**src/rtl/llr_pkg.sv**
```systemverilog
package llr_pkg;
  typedef enum logic {
    OP_PLUS  = 1'b0,
    OP_MINUS = 1'b1
  } box_op_e;
endpackage

```
**src/rtl/llr_mag.sv**
```systemverilog
module llr_mag #(
  parameter int W = 4
) (
  input  logic [W-1:0] v_i,
  output logic [W:0]   mag_o,
  output logic         neg_o
);
  logic [W:0] ext;
  assign neg_o = v_i[W-1];
  assign ext   = {v_i[W-1], v_i};
  assign mag_o = neg_o ? (~ext + (W+1)'(1)) : ext;
endmodule

```
**src/rtl/llr_corr.sv**
```systemverilog
// g(t) = max(0, C - (|t| >> S)); t is a two's-complement sum of TW bits
module llr_corr #(
  parameter int TW = 5,
  parameter int EW = 8,
  parameter int C  = 2,
  parameter int S  = 2
) (
  input  logic [TW-1:0] t_i,
  output logic [EW-1:0] c_o
);
  localparam logic [EW-1:0] CK = EW'(C);
  logic [TW-1:0] tmag, tsh;
  logic [EW-1:0] tsh_e;
  // |-2^(TW-1)| wraps to 2^(TW-1) read as unsigned: correct
  assign tmag  = t_i[TW-1] ? (~t_i + TW'(1)) : t_i;
  assign tsh   = tmag >> S;
  assign tsh_e = {{(EW-TW){1'b0}}, tsh};
  assign c_o   = (tsh_e >= CK) ? '0 : (CK - tsh_e);
endmodule

```
**src/rtl/llr_sat.sv**
```systemverilog
module llr_sat #(
  parameter int W  = 4,
  parameter int EW = 8
) (
  input  logic [EW-1:0] v_i,
  output logic [W-1:0]  y_o
);
  localparam logic signed [EW-1:0] HI = EW'((2**(W-1)) - 1);
  localparam logic signed [EW-1:0] LO = EW'(-(2**(W-1)));
  logic signed [EW-1:0] v;
  logic [EW-1:0] hi_u, lo_u;
  assign v    = signed'(v_i);
  assign hi_u = HI;
  assign lo_u = LO;
  always_comb begin
    if (v > HI)      y_o = hi_u[W-1:0];
    else if (v < LO) y_o = lo_u[W-1:0];
    else             y_o = v_i[W-1:0];
  end
endmodule

```
**src/rtl/llr_boxop.sv**
```systemverilog
module llr_boxop
  import llr_pkg::*;
#(
  parameter int W          = 4,
  parameter int CORR_C     = 2,
  parameter int CORR_SHIFT = 2
) (
  input  logic         clk_i,
  input  logic         rst_ni,
  input  logic         op_i,
  input  logic         min_sum_i,
  input  logic [W-1:0] a_i,
  input  logic [W-1:0] b_i,
  output logic [W-1:0] y_o
);
  localparam int TW = W + 1;
  localparam int EW = W + 4;
  localparam logic [W-1:0] MAX_POS = {1'b0, {(W-1){1'b1}}};
  localparam logic [W-1:0] MAX_NEG = {1'b1, {(W-1){1'b0}}};

  box_op_e op;
  assign op = box_op_e'(op_i);

  // operand magnitudes and signs
  logic [W:0]   mag [2];
  logic         neg [2];
  logic [W-1:0] opnd [2];
  assign opnd[0] = a_i;
  assign opnd[1] = b_i;

  for (genvar i = 0; i < 2; i++) begin : g_mag
    llr_mag #(.W(W)) u_mag (
      .v_i  (opnd[i]),
      .mag_o(mag[i]),
      .neg_o(neg[i])
    );
  end

  // correction channels: 0 -> a+b, 1 -> a-b
  logic [TW-1:0] a_e, b_e;
  logic [TW-1:0] t   [2];
  logic [EW-1:0] cor [2];
  assign a_e  = {a_i[W-1], a_i};
  assign b_e  = {b_i[W-1], b_i};
  assign t[0] = a_e + b_e;
  assign t[1] = a_e - b_e;

  for (genvar i = 0; i < 2; i++) begin : g_corr
    llr_corr #(.TW(TW), .EW(EW), .C(CORR_C), .S(CORR_SHIFT)) u_corr (
      .t_i(t[i]),
      .c_o(cor[i])
    );
  end

  logic          neg_prod, a_lt_b, clamp;
  logic [W:0]    base_mag;
  logic [EW-1:0] base_e, base_s, corr, pre;
  logic [W-1:0]  sat_y, res_d;

  assign neg_prod = neg[0] ^ neg[1];
  assign a_lt_b   = mag[0] < mag[1];
  // boxminus is defined only while the removed message dominates
  assign clamp    = (op == OP_MINUS) && !a_lt_b;
  assign base_mag = ((op == OP_PLUS) && !a_lt_b) ? mag[1] : mag[0];
  assign base_e   = {{(EW-W-1){1'b0}}, base_mag};
  assign base_s   = neg_prod ? (~base_e + EW'(1)) : base_e;

  always_comb begin
    if (min_sum_i)            corr = '0;
    else if (op == OP_PLUS)   corr = cor[0] - cor[1];
    else                      corr = cor[1] - cor[0];
  end

  assign pre = base_s + corr;

  llr_sat #(.W(W), .EW(EW)) u_sat (
    .v_i(pre),
    .y_o(sat_y)
  );

  assign res_d = clamp ? (neg_prod ? MAX_NEG : MAX_POS) : sat_y;

  always_ff @(posedge clk_i or negedge rst_ni) begin
    if (!rst_ni) y_o <= '0;
    else         y_o <= res_d;
  end
endmodule

```
**config.mk**
```make
export PLATFORM = sky130hd
export DESIGN_NAME = llr_boxop
export DESIGN_NICKNAME = d
export VERILOG_FILES = /design/src/rtl/llr_pkg.sv /design/src/rtl/llr_mag.sv /design/src/rtl/llr_corr.sv /design/src/rtl/llr_sat.sv /design/src/rtl/llr_boxop.sv
export SDC_FILE = /design/constraint.sdc
export NUM_CORES = 1
export LEC_CHECK = 0
export ABC_AREA = 1
export BUFFER_PORTS_ARGS = -buffer_cell sky130_fd_sc_hd__buf_2
export CAP_MARGIN = 20
export CORE_ASPECT_RATIO = 0.6
export CORE_UTILIZATION = 65
export CTS_CLUSTER_DIAMETER = 150
export CTS_CLUSTER_SIZE = 24
export DETAILED_ROUTE_END_ITERATION = 7
export PLACE_DENSITY = 0.95
export SLEW_MARGIN = 0
export SYNTH_ARGS = -nofsm -noshare
export SYNTH_HDL_FRONTEND = slang
export SYNTH_SLANG_ARGS = --single-unit
```
**constraint.sdc**
```tcl
create_clock -name clk_i -period 0.8 [get_ports clk_i]
set_input_delay 0.12 -clock clk_i [delete_from_list [all_inputs] [get_ports clk_i]]
set_output_delay 0.12 -clock clk_i [all_outputs]
set_load 0.01 [all_outputs]
```
==> results of run 1 <==
kinds of logic after synthesis:
| kind of cell | Yosys count |
|---|---|
| and+or+nand+nor | 111 |
| buffers and inverters | 49 |
| xor gates and xnor gates | 12 |
| other | 2 |
| DFF | 4 |
| AOI/OAI and AO/OA | 33 |
| adders and majority gates | 36 |
cells in the mapped netlist, types with 3 or more instances:
library cell	count	area [um2]
o21ai_1	3	15.0
nand2_2	7	43.8
nand2_1	59	221
nand4_1	4	25.0
nor3_1	4	20.0
xor2_1	8	70.1
inv_1	44	165
nand3_1	16	80.1
fa_1	5	100
inv_2	3	11.3
dfrtp_1	4	100
ha_1	31	388
nand3_2	3	30.0
o21ai_0	10	50.1
nor2_1	13	48.8
xnor2_1	4	35.0
a21oi_1	10	50.1
per-stage QoR:
step           hold WS (ns)  TNS, ns
2_1_floorplan        -0.176   -11.98
3_3_place_gp        -0.0742   -14.49
==> impl_metrics.csv, run 1 <==
group,metric,value,unit
die,fp-row-count,13,
placed_design,io_buffers,15,
yosys,synth_top_family_by_area,"simple AND/OR/NAND/NOR gates",
yosys,ys_seq_area_share,6.26,%
die,die_h,40.4,um
yosys,synth_edf_count,0,
yosys,syn_avg_cell_area,6.47,um2
outcome,stop_stage,"detailed placement",
yosys,ys_seq_elements,4,
die,initial_core_util,71.2,%
yosys,ys_warn_count,0,
outcome,status,"stopped before the end",
yosys,synth_fa_ha_area_share,30.5,%
yosys,synthCells,247,
yosys,synth_xor_area_share,6.57,%
yosys,synth_area,1600,um2
placed_design,place_hpwl,5730,um
die,ios,16,
yosys,ys_types,33,
yosys,synth-simple-area-share,32.2,%
yosys,synth_compound_area_share,12.2,%
placed_design,gp_congestion,0.924,
die,die_w,66.0,um
yosys,ys.flop_type,"dfrtp_1",
yosys,synthMuxAreaShare,0,%
outcome,error_line,"[ERROR DPL-0033] detailed placement checks failed during check placement.",
yosys,synth-async-reset-ratio,100,%
==> inputs of run 2 (changes only) <==
--- a/config.mk
+++ b/config.mk
@@ -8,12 +8,9 @@
 export ABC_AREA = 1
 export BUFFER_PORTS_ARGS = -buffer_cell sky130_fd_sc_hd__buf_2
 export CAP_MARGIN = 20
-export CORE_ASPECT_RATIO = 0.6
-export CORE_UTILIZATION = 65
-export CTS_CLUSTER_DIAMETER = 150
-export CTS_CLUSTER_SIZE = 24
+export CORE_UTILIZATION = 40
 export DETAILED_ROUTE_END_ITERATION = 7
-export PLACE_DENSITY = 0.95
+export PLACE_DENSITY_LB_ADDON = 0.15
 export SLEW_MARGIN = 0
 export SYNTH_ARGS = -nofsm -noshare
 export SYNTH_HDL_FRONTEND = slang
==> impl_metrics.csv, run 2 <==
group,metric,value,unit
outcome,failed_checks,"setup timing",
die,die_h,65.2,um
drt,drt_wl_total,3790,um
job,maxCapViolations,0,
timing,fmax,0.243,GHz
finish,largestRegisters,"y_o: 4 flops",
clock_network,clock_path_buffers,2,
power,p_int,2.64,mW
drt,vias,1747,
yosys,synth-simple-area-share,32.2,%
yosys,synth_compound_area_share,12.2,%
yosys,syn_avg_cell_area,6.47,um2
clock_network,clock-sinks,4,
power,p_comb_share,84.4,%
timing,period_needed,4.11,ns
yosys,synth_fa_ha_area_share,30.5,%
global_route,grt_use_met3,1.04,%
setup_path,critPathKind,"input port to flop",
power,p_sw,2.35,mW
yosys,yosys-top-cells-count,"nand2_1 (59), inv_1 (44), ha_1 (31)",
setup_path,required,0.96,ns
yosys,synthCells,247,
global_route,use_met2,37.9,%
timing,setup_viol,8,
die,initial_core_util,42.7,%
placed_design,place_hpwl,3210,um
drt,drt_pre_antenna_iters,4,
yosys,synth_area,1600,um2
timing,finalMaxSlewViolations,0,
yosys,ys_types,33,
clock_network,tritoncts,"yes",
yosys,synthMuxAreaShare,0,%
global_route,grt_use_met1,24.5,%
finish,syn_to_final_growth,49.0,%
power,power.total,4.99,mW
finish,num_antenna_cells,0,
setup_path,path_max_fanout,4,
finish,largest-register,"y_o",
timing,hold_viol_final,0,
global_route,top_usage_layer,"met2",
die,die_w,65.2,um
global_route,overflow,0,
finish,fin_cells,372,
placed_design,dp.cells,366,
finish,largest_register_ffs,4,
drt,drtIter0Drc,41,
global_route,track_usage,20.1,%
drt,drc,0,
timing,finalCritPeriodShare,513,%
setup_path,start_kind,"input port",
global_route,grt_pass1_wl,6830,um
min_path,hold_class,"input port to async pin",
outcome,status,"finished, violations left",
drt,viasPerCell,4.70,
placed_design,dp_slack,-3.73,ns
yosys,ys_seq_area_share,6.26,%
global_route,antenna_found_initial,0,
timing,setup_ws,-3.31,ns
clock_network,root_buffer,"clkbuf_8",
global_route,grt_max_degree,9,
drt,wl_per_cell,10.2,um
yosys,synth_xor_area_share,6.57,%
yosys,ys_seq_elements,4,
yosys,synth_most_common_cell,"nand2_1",
finish,final_common_cell,"nand2_1",
yosys,synth-async-reset-ratio,100,%
setup_path,end_kind,"flop",
clock_network,h-tree-depth,1,
clock_network,numCtsBuffers,3,
die,core_area,3740,um2
yosys,yosys-top-cells-area,"ha_1 (24%), nand2_1 (14%), inv_1 (10%)",
power,clkPwrFrac,8.9,%
yosys,synth_top_area_share,24.3,%
drt,ant_nets,0,
die,ios,16,
yosys,synth_top_family_by_area,"simple AND/OR/NAND/NOR gates",
clock_network,clk_pin_slew,0.04,ns
timing,rsz0062_at_grt,"true",
yosys,ys_warn_count,0,
yosys,ys.flop_type,"dfrtp_1",
placed_design,gp_congestion,0.815,
placed_design,io_buffers,15,
die,fp-row-count,22,
yosys,yosys.area.top_type,"ha_1",
setup_path,critPathLaunch,"a_i[0]",
die,die_area,4250,um2
power,p_sw_share,47.1,%
finish,nNetsFinal,374,
finish,drive_gt1_share,38.0,%
setup_path,worst-endpoint-arrival,4.26,ns
power,irDropWorstVdd,0.985,mV
power,power.leakage,1.34,nW
finish,final_cell_mix,"nand2_1 (57), buf_4 (56), inv_1 (43)",
power,p_per_area,2090,nW/um2
power,seqPwrFrac,6.7,%
yosys,synth_edf_count,0,
global_route,grt_pass1_vias,1653,
run 2: cell counts after synthesis:
Identical to the previous run, type by type.
run 2: worst paths after layout:
check,end,slack [ns],cells after the start
setup / recovery,y_o[0]$_DFF_PN0_,-3.31,26
hold / removal,y_o[1]$_DFF_PN0_,0.23,2
max in group asynchronous,y_o[0]$_DFF_PN0_,0.45,2
min in group clk_i,y_o[2]$_DFF_PN0_,0.46,5
run 2: worst max-delay path, stage by stage:
cell	delay, ns
buf_12	0.09
inv_12	0.03
ha_4	0.15
fa_2	0.33
or2_1	0.22
a22o_1	0.24
nand2_1	0.08
xor2_1	0.18
inv_1	0.10
ha_4	0.28
nor2_4	0.04
buf_4	0.15
fa_2	0.35
nand2_1	0.06
inv_1	0.05
o21a_1	0.19
buf_4	0.15
a211oi_2	0.17
ha_1	0.32
a21oi_2	0.18
o21bai_2	0.07
xnor2_1	0.14
or3b_1	0.37
nand2_2	0.09
nand2_1	0.05
nand2_1	0.05
run 2: timing repair:
item | in CTS | in global routing
setup buffers | 2 | 0
hold buffers | 1 | 0
setup endpoints to repair | 8 | 8
endpoints found under the hold margin | 4 | 0
pin swaps | 21 | 6
gates resized for setup | 17 | 6
run 2: per-layer routing:
metal	up-vias	wire, um
met5	-	0
met2	11	1950
li1	945	-
met3	3	34
met1	788	1770
met4	0	35
run 2: metrics by stage:
stage                     util [%]  TNS (ns)  instance area, um2  hold slack [ns]
after CTS                     63.0    -13.20                2360            0.229
after floorplan                  -    -11.98                1700           -0.176
after global routing          63.6    -14.35                2380            0.257
final                         63.6    -13.24                2380            0.229
after global placement        59.6    -14.53                2230          -0.0752
after detailed placement      59.6    -14.80                2230          -0.0737
run 2: cells by family after synthesis:
family,count (synthesis)
XOR/XNOR,12
buffers and inverters,49
AO/OA/AOI/OAI,33
other,2
AND/OR/NAND/NOR,111
flip-flops,4
adder cells (fa/ha/maj),36
run 2: area by class of cell:
class | instances | area (um2)
fillers | 387 | 1360
flip-flops and latches | 4 | 100
multi-input cells | 198 | 1470
repair buffers | 72 | 527
inverters | 47 | 189
clock buffers | 3 | 41.3
well taps | 48 | 60.1
run 2: power by group through the flow:
stage | Sequential (mW) | Combinational [mW] | Clock (mW)
floorplan | 0.394 | 2.55 | 0
global placement | 0.341 | 3.89 | 0
detailed placement | 0.339 | 3.92 | 0
CTS | 0.338 | 4.12 | 0.447
global route | 0.344 | 4.75 | 0.457
finish | 0.333 | 4.21 | 0.445
Power figures use the tool's default switching activity.
